**src/rtl/sc_irq_pkg.sv**
```systemverilog
package sc_irq_pkg;

    localparam int STAT_N = 3;

    typedef enum logic [1:0] {
        ST_TX_IDLE  = 2'd0,
        ST_TX_ROOM  = 2'd1,
        ST_RX_AVAIL = 2'd2
    } stat_src_e;

    typedef enum logic {
        TRIG_LEVEL = 1'b0,
        TRIG_EDGE  = 1'b1
    } trig_e;

    typedef struct packed {
        logic tx_und;
        logic rx_ovf;
    } err_evt_t;

    function automatic int flag_total(input int nbuf);
        return STAT_N + 2 * nbuf + 2;
    endfunction

    function automatic int txdma_base(input int nbuf);
        return STAT_N + 0 * nbuf;
    endfunction

    function automatic int rxdma_base(input int nbuf);
        return STAT_N + nbuf;
    endfunction

    function automatic int ovf_idx(input int nbuf);
        return STAT_N + 2 * nbuf;
    endfunction

    function automatic int und_idx(input int nbuf);
        return STAT_N + 2 * nbuf + 1;
    endfunction

endpackage

```
**src/rtl/sc_irq_edge_det.sv**
```systemverilog
module sc_irq_edge_det #(
    parameter int W       = 1,
    parameter bit FALLING = 1'b0
) (
    input  logic         clk,
    input  logic         rst,
    input  logic [W-1:0] sig_i,
    output logic [W-1:0] evt_o
);
    logic [W-1:0] prev_q;

    always_ff @(posedge clk) begin
        if (rst) prev_q <= '0;
        else     prev_q <= sig_i;
    end

    generate
        if (FALLING) begin : g_fall
            assign evt_o = prev_q & ~sig_i;
        end else begin : g_rise
            assign evt_o = sig_i & ~prev_q;
        end
    endgenerate
endmodule

```
**src/rtl/sc_irq_stat_trig.sv**
```systemverilog
module sc_irq_stat_trig
    import sc_irq_pkg::*;
#(
    parameter int N = STAT_N
) (
    input  logic         clk,
    input  logic         rst,
    input  logic [N-1:0] lvl_i,
    input  logic [N-1:0] mode_i,
    output logic [N-1:0] evt_o
);
    logic [N-1:0] rise;

    sc_irq_edge_det #(.W(N), .FALLING(1'b0)) u_rise (
        .clk   (clk),
        .rst   (rst),
        .sig_i (lvl_i),
        .evt_o (rise)
    );

    for (genvar i = 0; i < N; i++) begin : g_src
        trig_e md;
        assign md       = trig_e'(mode_i[i]);
        assign evt_o[i] = (md == TRIG_EDGE) ? rise[i] : lvl_i[i];
    end
endmodule

```
**src/rtl/sc_irq_flag_bank.sv**
```systemverilog
module sc_irq_flag_bank #(
    parameter int W = 1
) (
    input  logic         clk,
    input  logic         rst,
    input  logic [W-1:0] set_i,
    input  logic         clr_we_i,
    input  logic [W-1:0] clr_mask_i,
    output logic [W-1:0] flags_o
);
    logic [W-1:0] flags_q, flags_d, clr_eff;

    always_comb begin
        clr_eff = clr_we_i ? clr_mask_i : '0;
        // a fresh event overrides a simultaneous clear
        flags_d = (flags_q & ~clr_eff) | set_i;
    end

    always_ff @(posedge clk) begin
        if (rst) flags_q <= '0;
        else     flags_q <= flags_d;
    end

    assign flags_o = flags_q;
endmodule

```
**src/rtl/sc_irq_out_gate.sv**
```systemverilog
module sc_irq_out_gate #(
    parameter int W = 1
) (
    input  logic         clk,
    input  logic         rst,
    input  logic [W-1:0] flags_i,
    input  logic [W-1:0] en_i,
    input  logic         top_en_i,
    output logic         irq_o
);
    logic irq_q;

    always_ff @(posedge clk) begin
        if (rst) irq_q <= 1'b0;
        else     irq_q <= top_en_i & (|(flags_i & en_i));
    end

    assign irq_o = irq_q;
endmodule

```
**src/rtl/sc_irq_events.sv**
```systemverilog
module sc_irq_events
    import sc_irq_pkg::*;
#(
    parameter  int NBUF = 2,
    localparam int NF   = flag_total(NBUF)
) (
    input  logic              clk,
    input  logic              rst,
    input  logic [STAT_N-1:0] stat_i,
    input  logic [STAT_N-1:0] stat_edge_i,
    input  logic [NBUF-1:0]   tx_busy_i,
    input  logic [NBUF-1:0]   rx_busy_i,
    input  logic              rx_ovf_i,
    input  logic              tx_und_i,
    input  logic              clr_we_i,
    input  logic [NF-1:0]     clr_mask_i,
    input  logic [NF-1:0]     src_en_i,
    input  logic              top_en_i,
    output logic [NF-1:0]     flags_o,
    output logic              irq_o
);
    logic [STAT_N-1:0] stat_evt;
    logic [NBUF-1:0]   txd_evt, rxd_evt;
    err_evt_t          err;
    logic [NF-1:0]     set_vec;

    sc_irq_stat_trig #(.N(STAT_N)) u_stat (
        .clk    (clk),
        .rst    (rst),
        .lvl_i  (stat_i),
        .mode_i (stat_edge_i),
        .evt_o  (stat_evt)
    );

    sc_irq_edge_det #(.W(NBUF), .FALLING(1'b1)) u_txd (
        .clk   (clk),
        .rst   (rst),
        .sig_i (tx_busy_i),
        .evt_o (txd_evt)
    );

    sc_irq_edge_det #(.W(NBUF), .FALLING(1'b1)) u_rxd (
        .clk   (clk),
        .rst   (rst),
        .sig_i (rx_busy_i),
        .evt_o (rxd_evt)
    );

    always_comb begin
        err.rx_ovf = rx_ovf_i;
        err.tx_und = tx_und_i;
        set_vec = '0;
        set_vec[STAT_N-1:0]                          = stat_evt;
        set_vec[txdma_base(NBUF) +: NBUF]            = txd_evt;
        set_vec[rxdma_base(NBUF) +: NBUF]            = rxd_evt;
        set_vec[ovf_idx(NBUF)]                       = err.rx_ovf;
        set_vec[und_idx(NBUF)]                       = err.tx_und;
    end

    sc_irq_flag_bank #(.W(NF)) u_flags (
        .clk        (clk),
        .rst        (rst),
        .set_i      (set_vec),
        .clr_we_i   (clr_we_i),
        .clr_mask_i (clr_mask_i),
        .flags_o    (flags_o)
    );

    sc_irq_out_gate #(.W(NF)) u_gate (
        .clk      (clk),
        .rst      (rst),
        .flags_i  (flags_o),
        .en_i     (src_en_i),
        .top_en_i (top_en_i),
        .irq_o    (irq_o)
    );
endmodule

```
**config.mk**
```make
export PLATFORM = sky130hd
export DESIGN_NAME = sc_irq_events
export DESIGN_NICKNAME = d
export VERILOG_FILES = /design/src/rtl/sc_irq_pkg.sv /design/src/rtl/sc_irq_edge_det.sv /design/src/rtl/sc_irq_stat_trig.sv /design/src/rtl/sc_irq_flag_bank.sv /design/src/rtl/sc_irq_out_gate.sv /design/src/rtl/sc_irq_events.sv
export SDC_FILE = /design/constraint.sdc
export NUM_CORES = 1
export LEC_CHECK = 0
export ABC_AREA = 0
export BUFFER_PORTS_ARGS = -buffer_cell sky130_fd_sc_hd__buf_2
export CAP_MARGIN = 15
export CORE_MARGIN = 5
export CORE_UTILIZATION = 42
export DETAILED_ROUTE_END_ITERATION = 7
export GPL_TIMING_DRIVEN = 0
export PLACE_DENSITY = 0.86
export SETUP_SLACK_MARGIN = 0.4
export SLEW_MARGIN = 20
export SYNTH_ARGS = -nofsm -noshare
export SYNTH_HDL_FRONTEND = slang
export SYNTH_HIERARCHICAL = 1
export SYNTH_SLANG_ARGS = --single-unit
export TNS_END_PERCENT = 5
```
**constraint.sdc**
```tcl
create_clock -name clk -period 1.1 [get_ports clk]
set_input_delay 0.165 -clock clk [delete_from_list [all_inputs] [get_ports clk]]
set_output_delay 0.165 -clock clk [all_outputs]
set_load 0.005 [all_outputs]
```
==> results of run 1 <==
area by class of cell:
type / instances / share of cell area, %
Multi-Input combinational cell: 40 / 35.36
Sequential cell: 17 / 33.17
Inverter: 10 / 3.645
Buffer: 2 / 1.823
Clock buffer: 4 / 2.552
Timing Repair Buffer: 42 / 20.41
Tap cell: 25 / 3.038
cell usage after synthesis:
library cell  count  area share [%]
nor2_1            9             4.4
nor2b_2           5             5.8
inv_1            10             4.9
buf_6             1             1.5
mux2_4            3             5.9
a222oi_1          1             1.3
a311oi_2          9              18
a22o_1            1             1.2
a311oi_1          1             1.2
a221oi_2          1             2.0
nor2b_1           9             7.4
a22oi_1           1            0.99
buf_4             1            0.99
dfxtp_1          17              45
kinds of logic (layout without fill, tap and decap cells):
kind of cell,count (synthesis),in the layout
and+or+nand+nor,23,23
DFF,17,17
AOI/OAI and AO/OA,14,14
buffers and inverters,12,58
muxes,3,3
path summary, 6_finish.rpt:
kind                       from            endpoint
max          u_flags/flags_o[4]        u_gate/irq_o
max reg2reg  u_flags/flags_o[4]        u_gate/irq_o
min               clr_mask_i[4]  u_flags/flags_o[4]
min reg2reg  u_flags/flags_o[4]  u_flags/flags_o[4]
per-layer routing:
| layer | vias to the layer above | GRT usage, % |
|---|---|---|
| met5 | - | 0 |
| met4 | 0 | 6.383 |
| met3 | 2 | 3.704 |
| met2 | 28 | 25.21 |
| met1 | 305 | 15.10 |
| li1 | 334 | - |
power breakdown:
group | internal, W | switching [W] | leakage, nW
Combinational | 0.000129 | 0.000104 | 0.327
Sequential | 0.000654 | 0.0000210 | 0.141
Clock | 0.000141 | 0.000181 | 0.0150
metrics by stage:
step	util [%]	power [W]	instance area (um2)	hold slack, ns
after floorplan	-	0.0008084	762.0	0.2308
after global placement	58.12	0.0009111	1003	0.3739
after detailed placement	58.12	0.0009244	1003	0.3800
after CTS	59.64	0.001248	1030	0.06987
after global routing	59.64	0.001298	1030	0.06182
final	59.64	0.001229	1030	0.07907
flip-flops by register name (all words and copies together) (netlist names):
name	flops
u_flags/flags_o	9
u_gate/irq_o	1
u_rxd/prev_q	2
u_stat/u_rise/prev_q	3
u_txd/prev_q	2
timing repair:
action / 4_1_cts / 5_1_grt
resized for setup: 0 / 0
pin swaps: 0 / 0
setup endpoints to repair: 18 / 20
hold endpoints to repair: 0 / 0
==> impl_metrics.env, run 1 <==
export IMPL_worst_r2r_setup_slack_ns=0.08
export IMPL_routabilityCongestion=0.7460
export IMPL_ios=44
export IMPL_drc_errors=0
export IMPL_die_y_um=52.56
export IMPL_worstPathArrival_ns=1.17
export IMPL_grt_start_max_net_pins=10
export IMPL_cts_setup_buffers=0
export IMPL_dp_slack_ns=0.09076
export IMPL_fin_crit_sh_pct=92.42
export IMPL_synthAdderAreaFrac_pct=0
export IMPL_cp_slowest_stage_delay_ns=0.34
export IMPL_final_common_cell="buf_2"
export IMPL_rows=15
export IMPL_dr_first_iter_drc_count=10
export IMPL_routed_via_density=4.779
export IMPL_period_needed_ns=1.017
export IMPL_hold_viol_final=0
export IMPL_place_hpwl_um=1496
export IMPL_crit_chain="a22o_1, a221oi_2, a311oi_1"
export IMPL_port_buffers=42
export IMPL_clk_pin_slew_ns=0.09
export IMPL_critical_path_class="reg2reg"
export IMPL_fin_worst_skew_ns=0.002753
export IMPL_routed_wl_met3_um=167
export IMPL_crit_buf_inv=0
export IMPL_grt_usage_pct=14.04
export IMPL_p_leak_nw=0.4834
export IMPL_routed_top_layer="met4"
export IMPL_p_per_area_nw_per_um2=1194
export IMPL_syn_nets=103
export IMPL_netlist_area_um2=760.7
export IMPL_htreeDepth=1
export IMPL_synth_avg_cell_area_um2=11.03
export IMPL_grt_setup_unrepaired="yes"
export IMPL_finalNonFillerCells=140
export IMPL_synth_seq_cells=17
export IMPL_seq_area_frac_synth_pct=44.74
export IMPL_synth_top_family_by_area="compound AO/OA/AOI/OAI gates"
export IMPL_status="completed"
export IMPL_synth_compound_area_share_pct=24.34
export IMPL_cts_tree="built"
export IMPL_ir_drop_mv=0.4532
export IMPL_area_delta_synth_final_pct=35.36
export IMPL_grt_pass1_wl_um=2829
export IMPL_cp_data_required_time_ns=1.25
export IMPL_place_inst=136
export IMPL_mostFrequentLayoutCells="42 x buf_2, 16 x dfxtp_1, 10 x inv_1"
export IMPL_initial_core_util_pct=44.06
export IMPL_cts_inserted_buffers=3
export IMPL_fin_nets=150
export IMPL_synth_area_mux_share_pct=5.921
export IMPL_holdCritPathClass="in2reg"
export IMPL_grt_ovfl_total=0
export IMPL_synth_distinct_cells=14
export IMPL_fmax_ghz=0.9836
export IMPL_core_area_um2=1727
export IMPL_crit_family="compound AO/OA/AOI/OAI gates"
export IMPL_wire_per_inst_um=13.02
export IMPL_drive_above_1_share_pct=57.39
export IMPL_clock_path_buffers=2
export IMPL_clock_sinks=17
export IMPL_drv_slew=0
export IMPL_insertedDiodeCount=0
export IMPL_yosysWarnings=6
export IMPL_vias=669
export IMPL_tightest_slew_ns=0.2892
export IMPL_drt_first_pass_iters=4
export IMPL_root_buffer="clkbuf_4"
export IMPL_drv_cap=0
export IMPL_fill_cells=157
export IMPL_die_area_um2=2763
export IMPL_seq_area_um2=341.6
export IMPL_multi_input_area_um2=364.1
export IMPL_clk_latency_ns=0.28
export IMPL_m1WireLength_um=649
export IMPL_wl_met2_um=992
export IMPL_synthSimpleGateAreaFrac_pct=17.60
export IMPL_grt_pass1_vias=645
export IMPL_setup_viol=0
export IMPL_setup_ws_ns=0.08336
export IMPL_whs_path_depth=2
export IMPL_start_kind="flip-flop"
export IMPL_synthXorXnorAreaFrac_pct=0
export IMPL_worst_path_max_fanout=3
export IMPL_slowest_stage="dfxtp_2"
export IMPL_postRouteAntennaNets=0
export IMPL_cp_end_kind="flip-flop"
export IMPL_hold_buffers=0
export IMPL_reg2regPathDepth=3
export IMPL_relSlewSlack_pct=80.72
export IMPL_die_w_um=52.56
export IMPL_drt_total_wl_um=1823
export IMPL_cp_num_cells=3
export IMPL_syn_inst=69
export IMPL_finalSetupTns_ns=0
export IMPL_antenna_found_initial=0
Note: power is estimated with default switching activity, not from simulation.
==> run 2: changes to the inputs <==
--- a/config.mk
+++ b/config.mk
@@ -5,14 +5,14 @@
 export SDC_FILE = /design/constraint.sdc
 export NUM_CORES = 1
 export LEC_CHECK = 0
-export ABC_AREA = 0
+export ABC_AREA = 1
 export BUFFER_PORTS_ARGS = -buffer_cell sky130_fd_sc_hd__buf_2
 export CAP_MARGIN = 15
 export CORE_MARGIN = 5
-export CORE_UTILIZATION = 42
+export CORE_UTILIZATION = 43
 export DETAILED_ROUTE_END_ITERATION = 7
 export GPL_TIMING_DRIVEN = 0
-export PLACE_DENSITY = 0.86
+export PLACE_DENSITY = 0.87
 export SETUP_SLACK_MARGIN = 0.4
 export SLEW_MARGIN = 20
 export SYNTH_ARGS = -nofsm -noshare
==> run 2 against run 1 <==
Against the previous run:
- global-route usage rose by 1.6 points
- via count is 22% higher
- design area increased by 14%
- sequential power about the same
- utilization up 7.0 points
- largest power group unchanged
- largest cell class unchanged
- non-clock buffer count rose by 10
- final cell count grew 39%
==> impl_metrics.env, run 2 <==
export IMPL_status="completed"
export IMPL_crit_chain="buf_2"
export IMPL_p_per_area_nw_per_um2=1084
export IMPL_crit_buf_inv=1
export IMPL_mostFrequentLayoutCells="42 x buf_2, 27 x inv_1, 21 x nand2_1, 19 x nand2_2, 16 x nor2_1"
export IMPL_synth_compound_area_share_pct=9.767
export IMPL_fmax_ghz=1.102
export IMPL_clock_sinks=17
export IMPL_final_core_util_pct=66.67
export IMPL_clock_path_buffers=2
export IMPL_clk_latency_ns=0.28
export IMPL_crit_family="flip-flops"
export IMPL_ios=44
export IMPL_tightest_slew_ns=0.3146
export IMPL_drt_total_wl_um=2061
export IMPL_synth_top_cell_by_area="dfxtp_1"
export IMPL_fin_crit_sh_pct=82.46
export IMPL_grt_pass1_wl_um=3277
export IMPL_insertedDiodeCount=0
export IMPL_drv_slew=0
export IMPL_synth_area_mux_share_pct=0
export IMPL_postRouteAntennaNets=0
export IMPL_worstPathArrival_ns=0.74
export IMPL_cp_data_required_time_ns=0.94
export IMPL_fin_nets=205
export IMPL_synth_distinct_cells=10
export IMPL_wire_per_inst_um=10.57
export IMPL_die_area_um2=2843
export IMPL_root_buffer="clkbuf_4"
export IMPL_critical_path_class="reg2out"
export IMPL_synth_most_common_cell="inv_1"
export IMPL_place_hpwl_um=1540
export IMPL_initial_core_util_pct=45.74
export IMPL_start_kind="flip-flop"
export IMPL_dr_first_iter_drc_count=2
export IMPL_cts_inserted_buffers=3
export IMPL_ys_flop_type="dfxtp_1"
export IMPL_routabilityCongestion=0.7220
export IMPL_synth_edf_count=0
export IMPL_slowest_stage="dfxtp_2"
export IMPL_cp_end_kind="output pin"
export IMPL_synth_seq_cells=17
export IMPL_setup_viol=0
export IMPL_synth_commonest_cells="27 x inv_1, 23 x nand2_1, 18 x nand2_2, 17 x dfxtp_1, 16 x nor2_1"
export IMPL_netlist_area_um2=807.0
export IMPL_fin_worst_skew_ns=0.004010
export IMPL_routed_via_density=4.195
export IMPL_ys_top_cells_by_area="dfxtp_1 42%, nand2_2 14%, inv_1 13%, nand2_1 11%, a21oi_2 9.8%"
export IMPL_drc_errors=0
export IMPL_worst_path_max_fanout=2
export IMPL_syn_nets=148
export IMPL_largest_register_ffs=9
export IMPL_yosysWarnings=6
export IMPL_dp_slack_ns=0.2165
export IMPL_finalSetupTns_ns=0
export IMPL_grt_start_max_net_pins=11
export IMPL_hold_viol_final=0
export IMPL_cp_slowest_stage_delay_ns=0.35
export IMPL_synthSimpleGateAreaFrac_pct=33.49
export IMPL_cts_tree="built"
export IMPL_setup_ws_ns=0.1930
export IMPL_grt_ovfl_total=0
export IMPL_final_common_cell="buf_2"
export IMPL_period_needed_ns=0.9070
export IMPL_ir_drop_mv=0.7115
export IMPL_grt_setup_unrepaired="yes"
export IMPL_grt_pass1_vias=845
export IMPL_rows=15
export IMPL_port_buffers=42
export IMPL_p_leak_nw=0.6789
export IMPL_synth_top_family_by_area="simple AND/OR/NAND/NOR gates"
export IMPL_die_w_um=53.32
export IMPL_yosys_area_top_type_share_pct=42.17
export IMPL_grt_usage_pct=15.65
export IMPL_drive_above_1_share_pct=57.06
export IMPL_seq_area_frac_synth_pct=42.17
export IMPL_relSlewSlack_pct=79.03
export IMPL_holdCritPathClass="in2reg"
export IMPL_die_y_um=53.32
export IMPL_synthXorXnorAreaFrac_pct=0
export IMPL_vias=818
export IMPL_area_delta_synth_final_pct=45.74
export IMPL_drv_cap=0
export IMPL_antenna_found_initial=0
export IMPL_syn_inst=114
export IMPL_synth_avg_cell_area_um2=7.079
export IMPL_synthAdderAreaFrac_pct=0
export IMPL_clk_pin_slew_ns=0.10
export IMPL_core_area_um2=1764
export IMPL_async_flop_share_pct=0
export IMPL_drt_first_pass_iters=2
export IMPL_htreeDepth=1
-- run 2: cell count changes in the layout (fill, tap and decap cells not counted), sizes merged, moves of 3 or more --
cell	before	now
nor2b	14	0
nor2	9	17
buf	44	53
inv	10	27
a21oi	0	9
nand2	0	41
mux2	3	0
a311oi	10	0
-- run 2: routing by layer --
layer | GRT usage, % | up-vias | share of wire [%]
met4 | 3.830 | 0 | 0
li1 | - | 437 | -
met3 | 3.662 | 0 | 8.5
met5 | 0 | - | 0
met1 | 15.42 | 354 | 39
met2 | 31.63 | 27 | 53
-- run 2: power by group --
group | internal (W) | switching [W]
Sequential | 0.000657 | 0.0000174
Combinational | 0.000141 | 0.000131
Clock | 0.000135 | 0.000194
-- run 2: area by class of cell --
cell class | count | area, um2
inverter | 27 | 101.3
buffer | 2 | 16.27
multi-input combinational | 68 | 359.1
tap | 25 | 31.28
sequential | 17 | 351.6
fill | 178 | 588.1
clock buffer | 3 | 22.52
clock inverter | 1 | 5.005
timing repair buffer | 52 | 289.0
-- run 2: timing repair --
| action | 4_1_cts | 5_1_grt |
|---|---|---|
| pin swaps | 0 | 4 |
| resized for setup | 4 | 4 |
| endpoints found under the setup margin | 14 | 19 |
| buffers inserted | 9 | 1 |
| hold buffers | 0 | 0 |
-- run 2: path summary, 6_finish.rpt --
check / end / cells past startpoint / slack, ns / from
worst max register to register: u_gate/irq_o / 7 / 0.22 / u_flags/flags_o[6]
worst min register to register: u_flags/flags_o[5] / 4 / 0.51 / u_rxd/prev_q[0]
worst max-delay path: flags_o[6] / 1 / 0.19 / u_flags/flags_o[6]
worst min-delay path: u_txd/prev_q[1] / 3 / 0.09 / tx_busy_i[1]
-- run 2: per-stage QoR --
step                      area [um2]  cells  hold WS, ns  power [W]
after global routing            1176    195      0.09362   0.001353
final                           1176    195      0.09338   0.001275
after floorplan                813.3    114       0.2362  0.0008116
after CTS                       1155    194      0.08400   0.001277
after detailed placement        1055    181       0.3877  0.0009223
after global placement          1055    181       0.3830  0.0009104
-- run 2: kinds of logic after synthesis --
family                 after synthesis
DFF                                 17
buffers and inverters               29
AOI/OAI and AO/OA                    9
and+or+nand+nor                     59
